==> config.mk <==
export PLATFORM = sky130hd
export DESIGN_NAME = nest_irq_ctrl
export DESIGN_NICKNAME = d
export VERILOG_FILES = /design/src/rtl/nirq_pkg.sv /design/src/rtl/nirq_level_map.sv /design/src/rtl/nirq_arbiter.sv /design/src/rtl/nirq_nest_stack.sv /design/src/rtl/nest_irq_ctrl.sv
export SDC_FILE = /design/constraint.sdc
export NUM_CORES = 1
export LEC_CHECK = 0
export BUFFER_PORTS_ARGS = -buffer_cell sky130_fd_sc_hd__buf_2
export CORE_AREA = 2 2 63 65
export CTS_BUF_LIST = sky130_fd_sc_hd__clkbuf_4 sky130_fd_sc_hd__clkbuf_8 sky130_fd_sc_hd__clkbuf_16
export CTS_CLUSTER_SIZE = 30
export DETAILED_ROUTE_END_ITERATION = 6
export DIE_AREA = 0 0 65 67
export GPL_ROUTABILITY_DRIVEN = 0
export PLACE_DENSITY = 0.76
export RECOVER_POWER = 50
export SETUP_SLACK_MARGIN = 0.3
export SYNTH_ARGS = -nofsm -noshare
export SYNTH_HDL_FRONTEND = slang
export SYNTH_HIERARCHICAL = 1
export SYNTH_SLANG_ARGS = --single-unit
export TNS_END_PERCENT = 100
==> constraint.sdc <==
create_clock -name clk_i -period 3.3 [get_ports clk_i]
set_input_delay 0.33 -clock clk_i [delete_from_list [all_inputs] [get_ports clk_i]]
set_output_delay 0.33 -clock clk_i [all_outputs]
set_load 0.01 [all_outputs]
==> src/rtl/nirq_pkg.sv <==
package nirq_pkg;
  typedef enum logic [1:0] {
    LVL_LOW  = 2'd0,
    LVL_HIGH = 2'd1,
    LVL_TOP  = 2'd2
  } lvl_e;

  localparam int NUM_LVL = 3;
endpackage

==> src/rtl/nirq_level_map.sv <==
module nirq_level_map
  import nirq_pkg::*;
#(
  parameter int NUM_VEC = 10,
  parameter int NUM_TOP = 2
) (
  input  logic [NUM_VEC-1:0]      raise_i,
  output logic [NUM_VEC-1:0][1:0] lvl_o
);
  for (genvar g = 0; g < NUM_VEC; g++) begin : g_map
    if (g < NUM_TOP) begin : g_top
      assign lvl_o[g] = raise_i[g] ? LVL_TOP : LVL_LOW;
    end else begin : g_high
      assign lvl_o[g] = raise_i[g] ? LVL_HIGH : LVL_LOW;
    end
  end
endmodule

==> src/rtl/nirq_arbiter.sv <==
module nirq_arbiter
  import nirq_pkg::*;
#(
  parameter int NUM_VEC = 10,
  parameter int IDX_W   = $clog2(NUM_VEC)
) (
  input  logic [NUM_VEC-1:0]      pend_i,
  input  logic [NUM_VEC-1:0][1:0] lvl_i,
  output logic                    win_vld_o,
  output logic [IDX_W-1:0]        win_idx_o,
  output logic [1:0]              win_lvl_o
);
  // higher level overwrites; within a level the lowest index is visited last
  always_comb begin
    win_vld_o = 1'b0;
    win_idx_o = '0;
    win_lvl_o = LVL_LOW;
    for (int l = 0; l < NUM_LVL; l++) begin
      for (int v = NUM_VEC - 1; v >= 0; v--) begin
        if (pend_i[v] && (lvl_i[v] == 2'(l))) begin
          win_vld_o = 1'b1;
          win_idx_o = IDX_W'(v);
          win_lvl_o = 2'(l);
        end
      end
    end
  end
endmodule

==> src/rtl/nirq_nest_stack.sv <==
module nirq_nest_stack
  import nirq_pkg::*;
(
  input  logic               clk_i,
  input  logic               rst_ni,
  input  logic               pop_i,
  input  logic               push_i,
  input  logic [1:0]         push_lvl_i,
  output logic [NUM_LVL-1:0] stk_o,
  output logic               top_vld_o,
  output logic [1:0]         top_lvl_o
);
  logic [NUM_LVL-1:0] stk_q, stk_n;

  always_comb begin
    logic done;
    stk_n = stk_q;
    done  = 1'b0;
    if (pop_i) begin
      for (int l = NUM_LVL - 1; l >= 0; l--) begin
        if (!done && stk_n[l]) begin
          stk_n[l] = 1'b0;
          done     = 1'b1;
        end
      end
    end
    if (push_i) stk_n[push_lvl_i] = 1'b1;
  end

  // current level taken from next state so grants track this cycle's push/pop
  always_comb begin
    top_vld_o = 1'b0;
    top_lvl_o = LVL_LOW;
    for (int l = 0; l < NUM_LVL; l++) begin
      if (stk_n[l]) begin
        top_vld_o = 1'b1;
        top_lvl_o = 2'(l);
      end
    end
  end

  always_ff @(posedge clk_i or negedge rst_ni) begin
    if (!rst_ni) stk_q <= '0;
    else         stk_q <= stk_n;
  end

  assign stk_o = stk_q;
endmodule

==> src/rtl/nest_irq_ctrl.sv <==
module nest_irq_ctrl
  import nirq_pkg::*;
#(
  parameter int NUM_VEC    = 10,
  parameter int NUM_TOP    = 2,
  parameter int VEC_BASE   = 3,
  parameter int VEC_STRIDE = 8,
  parameter int ADDR_W     = 7
) (
  input  logic               clk_i,
  input  logic               rst_ni,
  input  logic               enable_i,
  input  logic [NUM_VEC-1:0] req_i,
  input  logic [NUM_VEC-1:0] raise_i,
  input  logic               ack_i,
  input  logic               reti_i,
  output logic               irq_o,
  output logic [ADDR_W-1:0]  vec_addr_o,
  output logic [NUM_LVL-1:0] svc_lvl_o
);
  localparam int IDX_W = $clog2(NUM_VEC);

  logic [NUM_VEC-1:0]      pend_q, pend_n, clr_mask;
  logic [NUM_VEC-1:0][1:0] lvl;
  logic                    irq_q;
  logic [IDX_W-1:0]        idx_q;
  logic [1:0]              lvl_q;
  logic [ADDR_W-1:0]       addr_q;
  logic                    ack_hit;
  logic                    win_vld, top_vld, grant;
  logic [IDX_W-1:0]        win_idx;
  logic [1:0]              win_lvl, top_lvl;

  assign ack_hit  = ack_i & irq_q;
  assign clr_mask = ack_hit ? (NUM_VEC'(1) << idx_q) : '0;
  assign pend_n   = (pend_q | req_i) & ~clr_mask;

  nirq_level_map #(
    .NUM_VEC(NUM_VEC),
    .NUM_TOP(NUM_TOP)
  ) i_map (
    .raise_i(raise_i),
    .lvl_o  (lvl)
  );

  nirq_arbiter #(
    .NUM_VEC(NUM_VEC),
    .IDX_W  (IDX_W)
  ) i_arb (
    .pend_i   (pend_n & {NUM_VEC{enable_i}}),
    .lvl_i    (lvl),
    .win_vld_o(win_vld),
    .win_idx_o(win_idx),
    .win_lvl_o(win_lvl)
  );

  nirq_nest_stack i_stk (
    .clk_i     (clk_i),
    .rst_ni    (rst_ni),
    .pop_i     (reti_i),
    .push_i    (ack_hit),
    .push_lvl_i(lvl_q),
    .stk_o     (svc_lvl_o),
    .top_vld_o (top_vld),
    .top_lvl_o (top_lvl)
  );

  assign grant = win_vld & (!top_vld || (win_lvl > top_lvl));

  always_ff @(posedge clk_i or negedge rst_ni) begin
    if (!rst_ni) begin
      pend_q <= '0;
      irq_q  <= 1'b0;
      idx_q  <= '0;
      lvl_q  <= LVL_LOW;
      addr_q <= '0;
    end else begin
      pend_q <= pend_n;
      irq_q  <= grant;
      idx_q  <= grant ? win_idx : '0;
      lvl_q  <= grant ? win_lvl : LVL_LOW;
      addr_q <= grant ? ADDR_W'(VEC_BASE + VEC_STRIDE * int'(win_idx)) : '0;
    end
  end

  assign irq_o      = irq_q;
  assign vec_addr_o = addr_q;
endmodule

Yosys cells after proc, flatten, opt, wreduce, memory -nomap -nowiden
Cells that the tools add are included.

Bits in registers: 27. Input port bits: 25. Output and inout bits: 11. Logic and storage cells: 194.

$add $sub $neg: 1. $lt $le $gt $ge: 3. Eq/ne operators: 20. Shift-type cells: 1. Muxes and demuxes: 109. Bitwise gates (word level): 7. Reductions and logical operators: 47.

Operator list (count): two-way mux 4 bit (31); two-way mux 1 bit (59); logical AND 1 bit (33); two-way mux 2 bit (14); AND 10 bit (2); zero test 2 bit (10); equality test 1 x 2 -> 1 bit, second input constant (8); two-way mux 10 bit (1); NOT 10 bit (1); OR 10 bit (1); left shift 1 x 4 -> 10 bit, first input constant (1); equality test 1 bit, second input constant (8); adder 2 x 7 -> 7 bit, first input constant (1); two-way mux 7 bit (1); two-way mux 3 bit (2); equality test 2 x 1 -> 1 bit, second input constant (2); equality test 2 bit, second input constant (2); zero test 1 bit (3); less-than comparator 2 x 3 -> 1 bit, second input constant (1); OR 3 bit (1); AND 1 bit (2); demux 1 bit (select 2 bit) (1); greater-or-equal comparator 2 x 1 -> 1 bit, second input constant (1); greater-than comparator 2 bit (1); logical OR 1 bit (1).

Depth between registers and ports, before layout
Depth after elaboration: 38. Depth in mapped cells: 13. Gate-level depth less buffers: 11.

By module
Netlist, hierarchy kept.

Modules (own cells, without submodules): nest_irq_ctrl (times used 1, cells an instance 95, area an instance 894.6 sq um, sequential area each 425.4 sq um); nirq_arbiter (times used 1, cells an instance 94, area an instance 716.9 sq um, sequential area each 0.0 sq um); nirq_nest_stack (times used 1, cells an instance 16, area an instance 166.4 sq um, sequential area each 75.1 sq um); nirq_level_map (times used 1, cells an instance 21, area an instance 153.9 sq um, sequential area each 0.0 sq um).

Least setup slack after synthesis
OpenSTA, ideal clock, no wires.

Path type: reg2reg. Start: register, netlist name vec_addr_o[3]. End: register lvl_q[0]. Library setup time: 0.107 ns. Arrival time: 2.779 ns. Required time: 3.193 ns. Path slack: 0.414 ns. Cell stages (with the launch flop): 14. Buffers on the path: 2. Period minus slack after synthesis: 2.886 ns. Path through: dfrtp_1 > clkbuf_1 > nor2b_1 > a21oi_1 > and3b_1 > nor4_4 > nand3_1 > nand2b_4 > nor2_1 > inv_1 > ha_1 > and3_1 > buf_2 > a2111oi_4.

RTL lines: end signal: assignment (RTL line nest_irq_ctrl.sv:81) `lvl_q <= grant ? win_lvl : LVL_LOW;`; end: declaration (RTL line nest_irq_ctrl.sv:27) `logic [1:0] lvl_q;`.

==> flow_summary.yaml <==
sta:
  rsz0062_at_grt: "no"
  finalMaxSlewViolations: 0
  fin_ws_ns: 0.446
  setup_violations: 0
  relSlewSlack_pct: 28.9
  fmax_mhz: 350
  finalHoldViolCount: 0
  worst_slew_pin_slew_ns: 1.07
  setup_tns_ns: 0
  worst_hold_slack_ns: 0.241
  min_period_over_period_pct: 86.5
  skew_ns: 0.00450
  fin_crit_ns: 2.85
worst_setup_path:
  path_class: "flop to flop"
  endpoint: "lvl_q[0]"
  crit_start: "vec_addr_o[4]"
  required_ns: 3.46
  critical_path.max_fanout: 7
  cp.arrival_ns: 3.01
  reg2reg_from: "vec_addr_o[4]"
  r2r-end: "lvl_q[0]"
  cp-end-kind: "flop"
  cp-start-kind: "flop"
  rrSetupSlack_ns: 0.45
  r2r_cells: 11
yosys:
  ys_top_cells_by_area: "dfrtp_1, buf_4, nand3b_1, a21oi_1, o21ai_0"
  post-synth-top-count-cell: "buf_4"
  synth_cell_types: 50
  synth_cells: 226
  yosysWarnings: 6
  synth_edf_count: 0
  synth_top_area_cell: "dfrtp_1"
  ys_seq_area_share_pct: 25.9
  yosys-top-cells-count: "buf_4, dfrtp_1, a21oi_1"
  netlist_area_mm2: 0.00193
  synthFlopType: "dfrtp_1"
  ys_async_sr_fraction_pct: 100
  synth.avg_cell_area_um2: 8.55
  ys_seq_elements: 20
  synth_top_cell_area_share_pct: 25.9
floorplanning:
  rows: 22
  die_x_um: 65
  start_util_pct: 53.6
  coreArea_mm2: 0.00361
  die_y_um: 67
  die-area_mm2: 0.00436
  io_pins: 36
global_routing:
  antenna_found_initial: 0
  first_global_vias: 1600
  grt_max_degree: 21
  grt_use_total_pct: 21.9
  grt_first_pass_wirelength_mm: 7.40
  grt.overflow.total: 0
pwr:
  pwr-share-seq_pct: 31.1
  irDropWorstVdd_uv: 546
  p_per_area_mw_per_mm2: 593
  power_frac_clock_pct: 14.7
  switching_share_pct: 41.2
  intPower_w: 0.000747
  p_sw_w: 0.000523
  p_leak_nw: 0.976
  power_frac_comb_pct: 54.2
place:
  placedCellCount: 291
  dp_hpwl_mm: 3.45
  pre_cts_ws_ns: 0.308
  port-buffer-count: 34
final_layout:
  utilization_pct: 59.3
  regArea_um2: 503
  drive_gt1_share_pct: 27.8
  stdcell_count: 300
  area.growth.synth_to_final_pct: 10.8
  nNetsFinal: 280
  nFillCells: 330
  diodes: 0
  multi_input_comb_area_mm2: 0.00126
clock_network:
  numCtsBuffers: 3
  ctsRootBufferMaster: "clkbuf_8"
  cts.sinks: 20
  cts_tree: "built"
  clk_pin_slew_ns: 0.07
  htreeDepth: 1
  worstSkewPairLatency_ns: 0.26
  cts_hold_buf: 0
  clk_path_buf_depth: 2
run_status:
  status: "completed"
worst_hold_path:
  worst_hold_path_type: "primary input to async pin"
route:
  drc: 0
  vias_per_cell: 5.76
  vias: 1729
  wl_mm: 4.33
  drtIter0Drc: 153
  ant_nets: 0
  wl_per_cell_um: 14.4
  firstDrtPassIters: 4
run:
  cap_violations: 0
-- critical path: stages (launching register included) --
cell and delay [ns]:
dfrtp_2 0.43, and4bb_1 0.35, a21oi_2 0.12, and3b_2 0.25, nor4_4 0.30, nand3_1 0.14
nand2b_4 0.17, nor2_1 0.11, inv_1 0.09, ha_1 0.29, and3_4 0.19, a2111oi_4 0.30
-- flip-flops by register name, indices dropped and copies added (netlist names) --
name and count:
i_stk/stk_o 3, vec_addr_o 5, lvl_q 2, pend_q 10
-- placed cells by master, fill, tap and decap left out, types with 5 or more instances in the layout --
master    synthesis  routed
a211oi_1          7       5
a21oi_1          19      18
a31oi_1           7       7
and3b_1           7       6
buf_2             2      33
buf_4            24       6
conb_1            2      11
dfrtp_1          20      18
inv_1             7       7
nand2_1          12      12
nand3b_1         18      18
nor2_1           18      18
nor2b_1           6       6
nor3b_2           5       5
o21ai_0          17      17
-- through the flow --
stage                     power [W]  cell area, um^2
final                       0.00127             2140
after global routing        0.00137             2140
after CTS                   0.00119             2070
after detailed placement   0.000994             2010
after global placement     0.000980             2010
after floorplan            0.000874             1970
-- repair_timing --
item / CTS / global route
setup endpoints to repair: 2 / 7
gates cloned: 0 / 0
buffers inserted: 0 / 5
resized for setup: 4 / 8
pin swaps: 1 / 2
-- layer usage --
| metal | vias up | GRT usage [%] | wire length, um |
|---|---|---|---|
| li1 | 854 | - | - |
| met1 | 829 | 28.4 | 1900 |
| met2 | 38 | 37.8 | 2170 |
| met3 | 8 | 3.72 | 179 |
| met4 | 0 | 5.05 | 78 |
| met5 | - | 0 | 0 |
-- kinds of logic after synthesis --
group	after synthesis	share of synthesized area, %
compound gates	63	21.8
flops	20	25.9
simple gates	103	38.0
fa+ha+maj	3	1.88
buf+inv	35	12.0
other cells	2	0.389
-- power by group through the flow --
stage	Sequential, W	Clock [W]	Combinational [W]
global placement	0.000398	0	0.000582
finish	0.000395	0.000187	0.000687
global route	0.000406	0.000204	0.000764
detailed placement	0.000400	0	0.000594
CTS	0.000398	0.000190	0.000601
floorplan	0.000398	0	0.000477
-- layout make-up --
type                    count  share of cell area, %
flip-flops and latches     20                   23.5
multi-input cells         180                   58.9
repair buffers             41                   10.9
inverters                   7                   1.23
clock buffers               4                   2.57
well taps                  48                   2.81
-- worst min-delay path by stage --
stage	from	endpoint	slack, ns	cells past startpoint
global route	rst_ni	i_stk/stk_o[2]	0.34	1
floorplan	rst_ni	i_stk/stk_o[0]	0.03	0
global placement	rst_ni	i_stk/stk_o[2]	0.30	1
CTS	rst_ni	i_stk/stk_o[2]	0.02	1
detailed placement	rst_ni	i_stk/stk_o[2]	0.30	1
finish	rst_ni	pend_q[1]	0.24	1
(Power assumes the default switching activity.)
